File: src/rtl/hbs_pkg.sv
// Package: shared widths and host control pin positions for the host port.
// Assumes: control lines are active low; pin positions are fixed by board wiring.
package hbs_pkg;
    localparam int DATA_W      = 8;
    localparam int NIB_W       = DATA_W / 2;
    localparam int SYNC_STAGES = 2;
    localparam int PIN_RD      = 1;
    localparam int PIN_CS      = 2;
    localparam int PIN_WR      = 3;

    // Synchronised control lines, still active low.
    typedef struct packed {
        logic wr_n;
        logic cs_n;
        logic rd_n;
    } ctl_t;
endpackage

File: src/rtl/hbs_sync.sv
// Module: multi-flop synchroniser chain for a vector of inputs.
// Assumes: each bit is independent; RST_VAL is the idle level of the signal.
module hbs_sync #(
    parameter int            W       = 1,
    parameter int            STAGES  = 2,
    parameter logic [W-1:0]  RST_VAL = '0
) (
    input  logic         clk,
    input  logic         rst_n,
    input  logic [W-1:0] d,
    output logic [W-1:0] q
);
    logic [W-1:0] chain [STAGES];

    genvar s;
    generate
        for (s = 0; s < STAGES; s++) begin : g_stage
            // Purpose: one register stage of the chain.
            always_ff @(posedge clk) begin
                if (!rst_n) begin
                    chain[s] <= RST_VAL;
                end else begin
                    if (s == 0) chain[s] <= d;
                    else        chain[s] <= chain[(s == 0) ? 0 : s-1];
                end
            end
        end
    endgenerate

    assign q = chain[STAGES-1];
endmodule

File: src/rtl/hbs_decode.sv
// Module: turns synchronised host control lines into read/write window and
// write-completion events.
// Assumes: inputs are already synchronised; a write completes when the
// combined chip-select-and-write window closes.
module hbs_decode
    import hbs_pkg::*;
(
    input  logic clk,
    input  logic rst_n,
    input  ctl_t ctl,
    output logic rd_win,
    output logic wr_win,
    output logic wr_done
);
    logic wr_win_q;

    assign rd_win  = !ctl.cs_n && !ctl.rd_n;
    assign wr_win  = !ctl.cs_n && !ctl.wr_n;
    assign wr_done = wr_win_q && !wr_win;

    // Purpose: remember last cycle's write window to find its end.
    always_ff @(posedge clk) begin
        if (!rst_n) wr_win_q <= 1'b0;
        else        wr_win_q <= wr_win;
    end

    AST_DONE_AFTER_WINDOW: assert property (@(posedge clk) disable iff (!rst_n)
        wr_done |-> $past(wr_win));
    AST_DONE_SINGLE: assert property (@(posedge clk) disable iff (!rst_n)
        wr_done |=> !wr_done);
endmodule

File: src/rtl/hbs_xfer_reg.sv
// Module: the shared transfer register with host staging and core load.
// Assumes: host data is aligned with the synchronised write window.
module hbs_xfer_reg
    import hbs_pkg::*;
(
    input  logic              clk,
    input  logic              rst_n,
    input  logic              wr_win,
    input  logic              wr_done,
    input  logic [DATA_W-1:0] host_byte,
    input  logic              core_load,
    input  logic [NIB_W-1:0]  core_hi,
    input  logic [NIB_W-1:0]  core_lo,
    output logic [DATA_W-1:0] q
);
    logic [DATA_W-1:0] stage_q;

    // Purpose: track the host byte while the write window is open.
    always_ff @(posedge clk) begin
        if (!rst_n)      stage_q <= '0;
        else if (wr_win) stage_q <= host_byte;
    end

    // Purpose: commit host data (priority) or a core load.
    always_ff @(posedge clk) begin
        if (!rst_n)         q <= '0;
        else if (wr_done)   q <= stage_q;
        else if (core_load) q <= {core_hi, core_lo};
    end

    AST_HOST_BEATS_CORE: assert property (@(posedge clk) disable iff (!rst_n)
        wr_done |=> q == $past(stage_q));
    AST_CORE_LOAD: assert property (@(posedge clk) disable iff (!rst_n)
        (core_load && !wr_done) |=> q == {$past(core_hi), $past(core_lo)});
    AST_REG_HOLDS: assert property (@(posedge clk) disable iff (!rst_n)
        (!core_load && !wr_done) |=> $stable(q));
endmodule

File: src/rtl/hbs_flag.sv
// Module: handshake flag set by the core, cleared by core or host write.
// Assumes: host clear outranks core set, which outranks core clear.
module hbs_flag (
    input  logic clk,
    input  logic rst_n,
    input  logic host_clr,
    input  logic core_set,
    input  logic core_clr,
    output logic q
);
    // Purpose: apply flag updates in priority order.
    always_ff @(posedge clk) begin
        if (!rst_n)        q <= 1'b0;
        else if (host_clr) q <= 1'b0;
        else if (core_set) q <= 1'b1;
        else if (core_clr) q <= 1'b0;
    end

    AST_HOST_CLEARS: assert property (@(posedge clk) disable iff (!rst_n)
        host_clr |=> !q);
    AST_SET_WINS: assert property (@(posedge clk) disable iff (!rst_n)
        (core_set && !host_clr) |=> q);
endmodule

File: src/rtl/hbs_host_port.sv
// Module: top of the host parallel-bus slave port.
// Assumes: host strobes are at least two clock cycles wide; the pad tristate
// buffer is outside this block and driven from bus_out/bus_oe.
module hbs_host_port
    import hbs_pkg::*;
(
    input  logic              clk,
    input  logic              rst_n,
    input  logic [3:1]        host_ctl,
    input  logic [DATA_W-1:0] bus_in,
    output logic [DATA_W-1:0] bus_out,
    output logic              bus_oe,
    input  logic              core_load,
    input  logic [NIB_W-1:0]  core_hi,
    input  logic [NIB_W-1:0]  core_lo,
    output logic [NIB_W-1:0]  core_hi_q,
    output logic [NIB_W-1:0]  core_lo_q,
    input  logic              flag_set,
    input  logic              flag_clr,
    output logic              flag_q
);
    ctl_t              ctl_raw, ctl_s;
    logic [DATA_W-1:0] byte_s;
    logic [DATA_W-1:0] xfer_q;
    logic              rd_win, wr_win, wr_done;

    assign ctl_raw.wr_n = host_ctl[PIN_WR];
    assign ctl_raw.cs_n = host_ctl[PIN_CS];
    assign ctl_raw.rd_n = host_ctl[PIN_RD];

    hbs_sync #(.W(3), .STAGES(SYNC_STAGES), .RST_VAL(3'b111)) u_ctl_sync (
        .clk(clk), .rst_n(rst_n), .d(ctl_raw), .q(ctl_s)
    );

    hbs_sync #(.W(DATA_W), .STAGES(SYNC_STAGES), .RST_VAL('0)) u_data_sync (
        .clk(clk), .rst_n(rst_n), .d(bus_in), .q(byte_s)
    );

    hbs_decode u_decode (
        .clk(clk), .rst_n(rst_n), .ctl(ctl_s),
        .rd_win(rd_win), .wr_win(wr_win), .wr_done(wr_done)
    );

    hbs_xfer_reg u_xfer (
        .clk(clk), .rst_n(rst_n), .wr_win(wr_win), .wr_done(wr_done),
        .host_byte(byte_s), .core_load(core_load),
        .core_hi(core_hi), .core_lo(core_lo), .q(xfer_q)
    );

    hbs_flag u_flag (
        .clk(clk), .rst_n(rst_n), .host_clr(wr_done),
        .core_set(flag_set), .core_clr(flag_clr), .q(flag_q)
    );

    assign bus_oe    = rd_win;
    assign bus_out   = xfer_q;
    assign core_hi_q = xfer_q[DATA_W-1:NIB_W];
    assign core_lo_q = xfer_q[NIB_W-1:0];

    AST_OE_NOT_DURING_WRITE_DONE: assert property (@(posedge clk) disable iff (!rst_n)
        (bus_oe && $past(bus_oe)) |-> $stable(bus_out) || $past(wr_done) || $past(core_load));
endmodule

File: config.mk
export PLATFORM = sky130hd
export DESIGN_NAME = hbs_host_port
export DESIGN_NICKNAME = d
export VERILOG_FILES = /design/src/rtl/hbs_pkg.sv /design/src/rtl/hbs_sync.sv /design/src/rtl/hbs_decode.sv /design/src/rtl/hbs_xfer_reg.sv /design/src/rtl/hbs_flag.sv /design/src/rtl/hbs_host_port.sv
export SDC_FILE = /design/constraint.sdc
export NUM_CORES = 1
export LEC_CHECK = 0
export ABC_CLOCK_PERIOD_IN_PS = 2400
export BUFFER_PORTS_ARGS = -buffer_cell sky130_fd_sc_hd__buf_2
export CAP_MARGIN = 10
export CORE_ASPECT_RATIO = 1.2
export CORE_MARGIN = 2
export CORE_UTILIZATION = 35
export CTS_BUF_LIST = sky130_fd_sc_hd__clkbuf_4 sky130_fd_sc_hd__clkbuf_8
export DETAILED_ROUTE_END_ITERATION = 6
export MAX_ROUTING_LAYER = met4
export PLACE_DENSITY = 0.63
export SLEW_MARGIN = 15
export SYNTH_ARGS = -nofsm -noshare
export SYNTH_HDL_FRONTEND = slang
export SYNTH_SLANG_ARGS = --single-unit
File: constraint.sdc
create_clock -name clk -period 2.4 [get_ports clk]
set_input_delay 0.12 -clock clk [delete_from_list [all_inputs] [get_ports clk]]
set_output_delay 0.12 -clock clk [all_outputs]
set_load 0.01 [all_outputs]
### Yosys cells after proc, flatten, opt, wreduce, memory -nomap -nowiden

Memory sizes are Yosys's and may differ from the RTL's. A register that Yosys moved wholly into a read port is not among the register bits.
Index checks and enable logic that the tools add are counted.

* bitwise gates (word level): 5
* reduce and logical (&&, ||, !) cells: 11
* multiplexer cells: 10

Operators by type and width (count)
* $mux W8: 4
* $mux W3: 2
* $logic_not A1 Y1: 5
* $mux W1: 4
* $or A1 B1 Y1: 4
* $reduce_bool A2 Y1: 2
* $logic_and A1 B1 Y1: 3
* $reduce_or A2 Y1: 1
* $not A1 Y1: 1

* memories kept: 2
* RAM bits: 22
* bits in registers: 10

Memory list
* u_data_sync.chain: depth 2, bits a word 8, rd ports 2, clocked after Yosys merged registers in 1, wr ports 2, line hbs_sync.sv:13 `logic [W-1:0] chain [STAGES];`
* u_ctl_sync.chain: depth 2, bits a word 3, rd ports 2, clocked after Yosys merged registers in 0, wr ports 2, line hbs_sync.sv:13

### Longest topological paths before layout

* depth in word-level cells: 5
* depth in mapped cells: 3
* depth with buffers taken out: 2

### Hierarchy

A second synthesis with hierarchy kept.

* cell total of the unflattened synthesis: 122
* area, all modules: 1487.7 µm²

By module, submodules not included
* hbs_xfer_reg: sequential area each 320.3 µm², cells each 60, times used 1, area an instance 735.7 µm²
* hbs_sync at u_data_sync: sequential area each 320.3 µm², cells each 33, times used 1, area an instance 446.7 µm²
* hbs_sync at u_ctl_sync: sequential area each 120.1 µm², cells each 12, times used 1, area an instance 157.7 µm²
* hbs_host_port: sequential area each 0.0 µm², cells each 8, times used 1, area an instance 60.1 µm²
* hbs_decode: sequential area each 20.0 µm², cells each 5, times used 1, area an instance 47.5 µm²
* hbs_flag: sequential area each 20.0 µm², cells each 4, times used 1, area an instance 40.0 µm²

### Worst setup path after synthesis

No wires, ideal clock.

* path type: reg-to-reg
* from: memory u_ctl_sync.chain[4][1] (netlist: u_ctl_sync.chain[1][1])
* to: register u_xfer.q[0]
* buffers on the path: 1
* setup time: 0.086 ns
* stages on the path, launching flop included: 4
* period minus slack after synthesis: 1.011 ns
* arrival time: 0.925 ns
* setup slack: 1.389 ns
* path through: dfxtp_1 or2_1 buf_6 a221oi_2

RTL lines
* start: declaration: line hbs_sync.sv:13
* end signal: assignment: line hbs_xfer_reg.sv:27 `else if (wr_done) q <= stage_q;`
* end signal: assignment: line hbs_xfer_reg.sv:28 `else if (core_load) q <= {core_hi, core_lo};`
* end: declaration: line hbs_xfer_reg.sv:14 `output logic [DATA_W-1:0] q`

==> summary.txt <==
================================================================================
Hold Path Class                                                        in -> reg
CTS tree                                                                   built
Outcome                                                                completed
CP startpoint kind                                                      register
Switching power                                                         0.267 mW
Number of filler instances in the final layout                               408
Number of nets produced by synthesis                                         156
Clock Tree Buf Depth                                                           2
Clock Power Share                                                          41.9%
Startpoint-to-endpoint class of the critical path                     reg -> reg
Number of sinks on the clock net                                              40
Worst Path Max Fanout                                                         19
Mean Syn Cell Area                                                    11.3 sq um
P&R area growth vs syn                                                     20.3%
Drt pass-1 iters                                                               4
Max-slew violation total from the final report                                 0
Internal reg-to-reg setup slack                                          1.03 ns
Hold depth                                                                     2
Post-synthesis register bit count                                             40
Unique masters post-synth                                                     20
Final Hold Vio Count                                                           0
Most common library cell in the layout ignoring fill and taps       sky130_fd_sc_hd__buf_2
Commonest cells after routing, fill and taps aside                  41 x sky130_fd_sc_hd__buf_2, 40 x sky130_fd_sc_hd__dfxtp_1, 16 x sky130_fd_sc_hd__and2_1, 9 x sky130_fd_sc_hd__nor2b_1
Overall power after layout                                               1.38 mW
Cts bufs inserted                                                              5
Routed length on met3                                                     215 um
Vias in the first global route                                               810
Number of vias in the routed layout                                          985
Detail Route Antenna Nets                                                      0
Total GRT Usage                                                            9.76%
Synthesis warning total                                                        0
RSZ-0062 raised after global routing                                       false
Die extent in x                                                          63.7 um
Sequential Power Share                                                     51.2%
Fraction of final layout cells with drive strength greater than 1          39.5%
Hold Startpoint                                                      host_ctl[3]
Cell family with the largest share of critical-path delay             flip-flops
Max incr delay on CP                                                     0.64 ns
Setup_tns                                                                   0 ns
First-pass GRT wire length                                               3.50 mm
Final estimated routing congestion in global placement                     0.748
Number of standard-cell rows in the floorplan                                 26
Top sig layer                                                               met4
Initial DRC Count                                                             30
Worst R2R Start                                                     u_ctl_sync.chain[1][1]
Overall die height                                                       75.6 um
Sum of overflow across all layers after global routing                         0
Met2 WL                                                                  1.02 mm
Max-slew headroom at the worst pin                                         65.9%
Worst endpoint required time                                             2.55 ns
Post-layout net count                                                        190
Clock transition at path regs                                            0.07 ns
Root cell of the clock tree                                         sky130_fd_sc_hd__clkbuf_8
Worst reg2reg path depth                                                       2
Post-Route Skew                                                       0.00200 ns
Number of top-level design ports                                              42
Logic gate share of total power                                             6.9%
Total standard cell area after synthesis                            0.00150 sq mm
Area occupied by registers                                             801 sq um
Starting density of the core                                               35.7%
DRT met1 WL                                                               886 um
Initial antenna violation count                                                0
Period minus WS final                                                    1.37 ns
Post-Place Worst Slack                                                   1.03 ns
Maximum level of the CTS H-tree                                                2
DR DRC count                                                                   0
Internal power component                                                 1.11 mW
Fin util                                                                   42.9%
# setup viols final                                                            0
Std-Cell Core Area                                                  0.00420 sq mm
Overall routed net length                                                2.13 mm
CP Cell Sequence                                                    or2_1 -> a221oi_2
Share of the cycle needed by the critical path after routing               57.0%
Type of element capturing the critical path                             register
Static leakage                                                          0.781 nW
Peak ir drop on the vdd network                                         0.454 mV
Worst-case setup margin in the final layout                              1.03 ns
Clk_lat worst skew                                                       0.28 ns
Sequential share of the synthesized area                                   53.5%
Max-cap violations                                                             0
Largest net degree at the start of global routing                             25
Switching power as a share of total power                                  19.4%
Die area                                                            0.00482 sq mm
Multi-input combinational cell area                                    584 sq um
Number of vias per cell                                                     4.42
Highest Clock Rate                                                       731 MHz
Post-Synthesis Cells                                                         132
Port Buf Inserts                                                              41
Count of buffer and inverter cells on the critical path                        0
Avg WL per Cell                                                          9.56 um
Reg2Reg Capture Point                                                u_xfer.q[3]
Capture endpoint of the worst hold path                             u_ctl_sync.chain[0][2]
Actual transition at the worst max-transition pin                       0.510 ns
Crit path arrival time                                                   1.52 ns
Power per Cell Area                                                  764 mW/mm^2
Antenna cells                                                                  0
Cell with the largest stage delay on the worst path                 sky130_fd_sc_hd__dfxtp_1
================================================================================
## metrics by stage
step / hold WS, ns / cells / instance area, sq um
2_1_floorplan: 0.193 / 132 / 1500
3_3_place_gp: 0.301 / 214 / 1660
3_5_place_dp: 0.303 / 214 / 1660
4_1_cts: 0.00382 / 222 / 1790
5_1_grt: 0.000703 / 223 / 1800
6_report: 0.0135 / 223 / 1800
## final cells by class
class                      instances  area share [%]
clock buffer                       7            5.35
tap                               56            3.89
sequential                        40            44.5
timing repair buffer              42            12.0
inverter                           1           0.208
multi-input combinational         76            32.5
clock inverter                     1            1.67
## cell usage after synthesis (all sizes together)
cell type,count,area share (%)
dfxtp,40,54
and2,16,6.7
buf,12,6.4
nor2b,9,3.8
o21ai,9,3.8
a21oi,8,2.7
a221oi,8,8.0
mux2i,8,5.4
or3b,8,4.7
nand2b,6,2.5
clkbuf,3,0.84
nor2,2,0.50
inv,1,0.25
o211a,1,0.67
or2,1,0.42
## kinds of logic after synthesis
kind of cell	synth area share (%)
AO/OA/AOI/OAI	15.1
buffers and inverters	7.44
flip-flops	53.5
multiplexers	5.35
AND/OR/NAND/NOR	18.6
## flip-flops by register name, summed over array words and instances (netlist names)
register	cells
u_data_sync.chain	16
u_xfer.q	8
u_xfer.stage_q	8
u_ctl_sync.chain	6
u_decode.wr_win_q	1
u_flag.q	1
## power by group through the flow
stage          sequential (mW)  combinational, mW  clock [mW]
6_report                 0.705             0.0946       0.577
5_1_grt                  0.709              0.105       0.616
4_1_cts                  0.705             0.0953       0.590
3_5_place_dp             0.721             0.0952           0
3_3_place_gp             0.719             0.0934           0
2_1_floorplan            0.720             0.0677           0
## timing repair
action	in CTS	in global routing
buffers inserted	0	0
endpoints found under the hold margin	0	1
gates resized for setup	0	0
endpoints found under the setup margin	0	0
hold buffers	0	1
## worst max-delay path by stage
stage	from	end	slack (ns)	cells past startpoint
global placement	u_ctl_sync.chain[1][1]	u_xfer.q[4]	1.10	2
CTS	u_ctl_sync.chain[1][1]	u_xfer.q[4]	1.03	2
finish	u_ctl_sync.chain[1][1]	u_xfer.q[3]	1.03	2
detailed placement	u_ctl_sync.chain[1][1]	u_xfer.q[1]	1.03	2
global route	u_ctl_sync.chain[1][1]	u_xfer.q[6]	0.88	2
floorplan	u_ctl_sync.chain[1][1]	u_xfer.q[0]	1.39	3
## worst register-to-register path: cells and delay by family (launching register included)
kind,cells,cell delay (ns)
flip-flops,1,0.64
AND/OR/NAND/NOR,1,0.49
AO/OA/AOI/OAI,1,0.11
## per-layer routing
| metal | track usage (%) | vias to the layer above |
|---|---|---|
| li1 | - | 508 |
| met4 | 4.35 | 0 |
| met5 | - | - |
| met1 | 10.7 | 419 |
| met3 | 4.28 | 2 |
| met2 | 15.6 | 56 |
No activity file was read; power rests on OpenSTA's default activity.
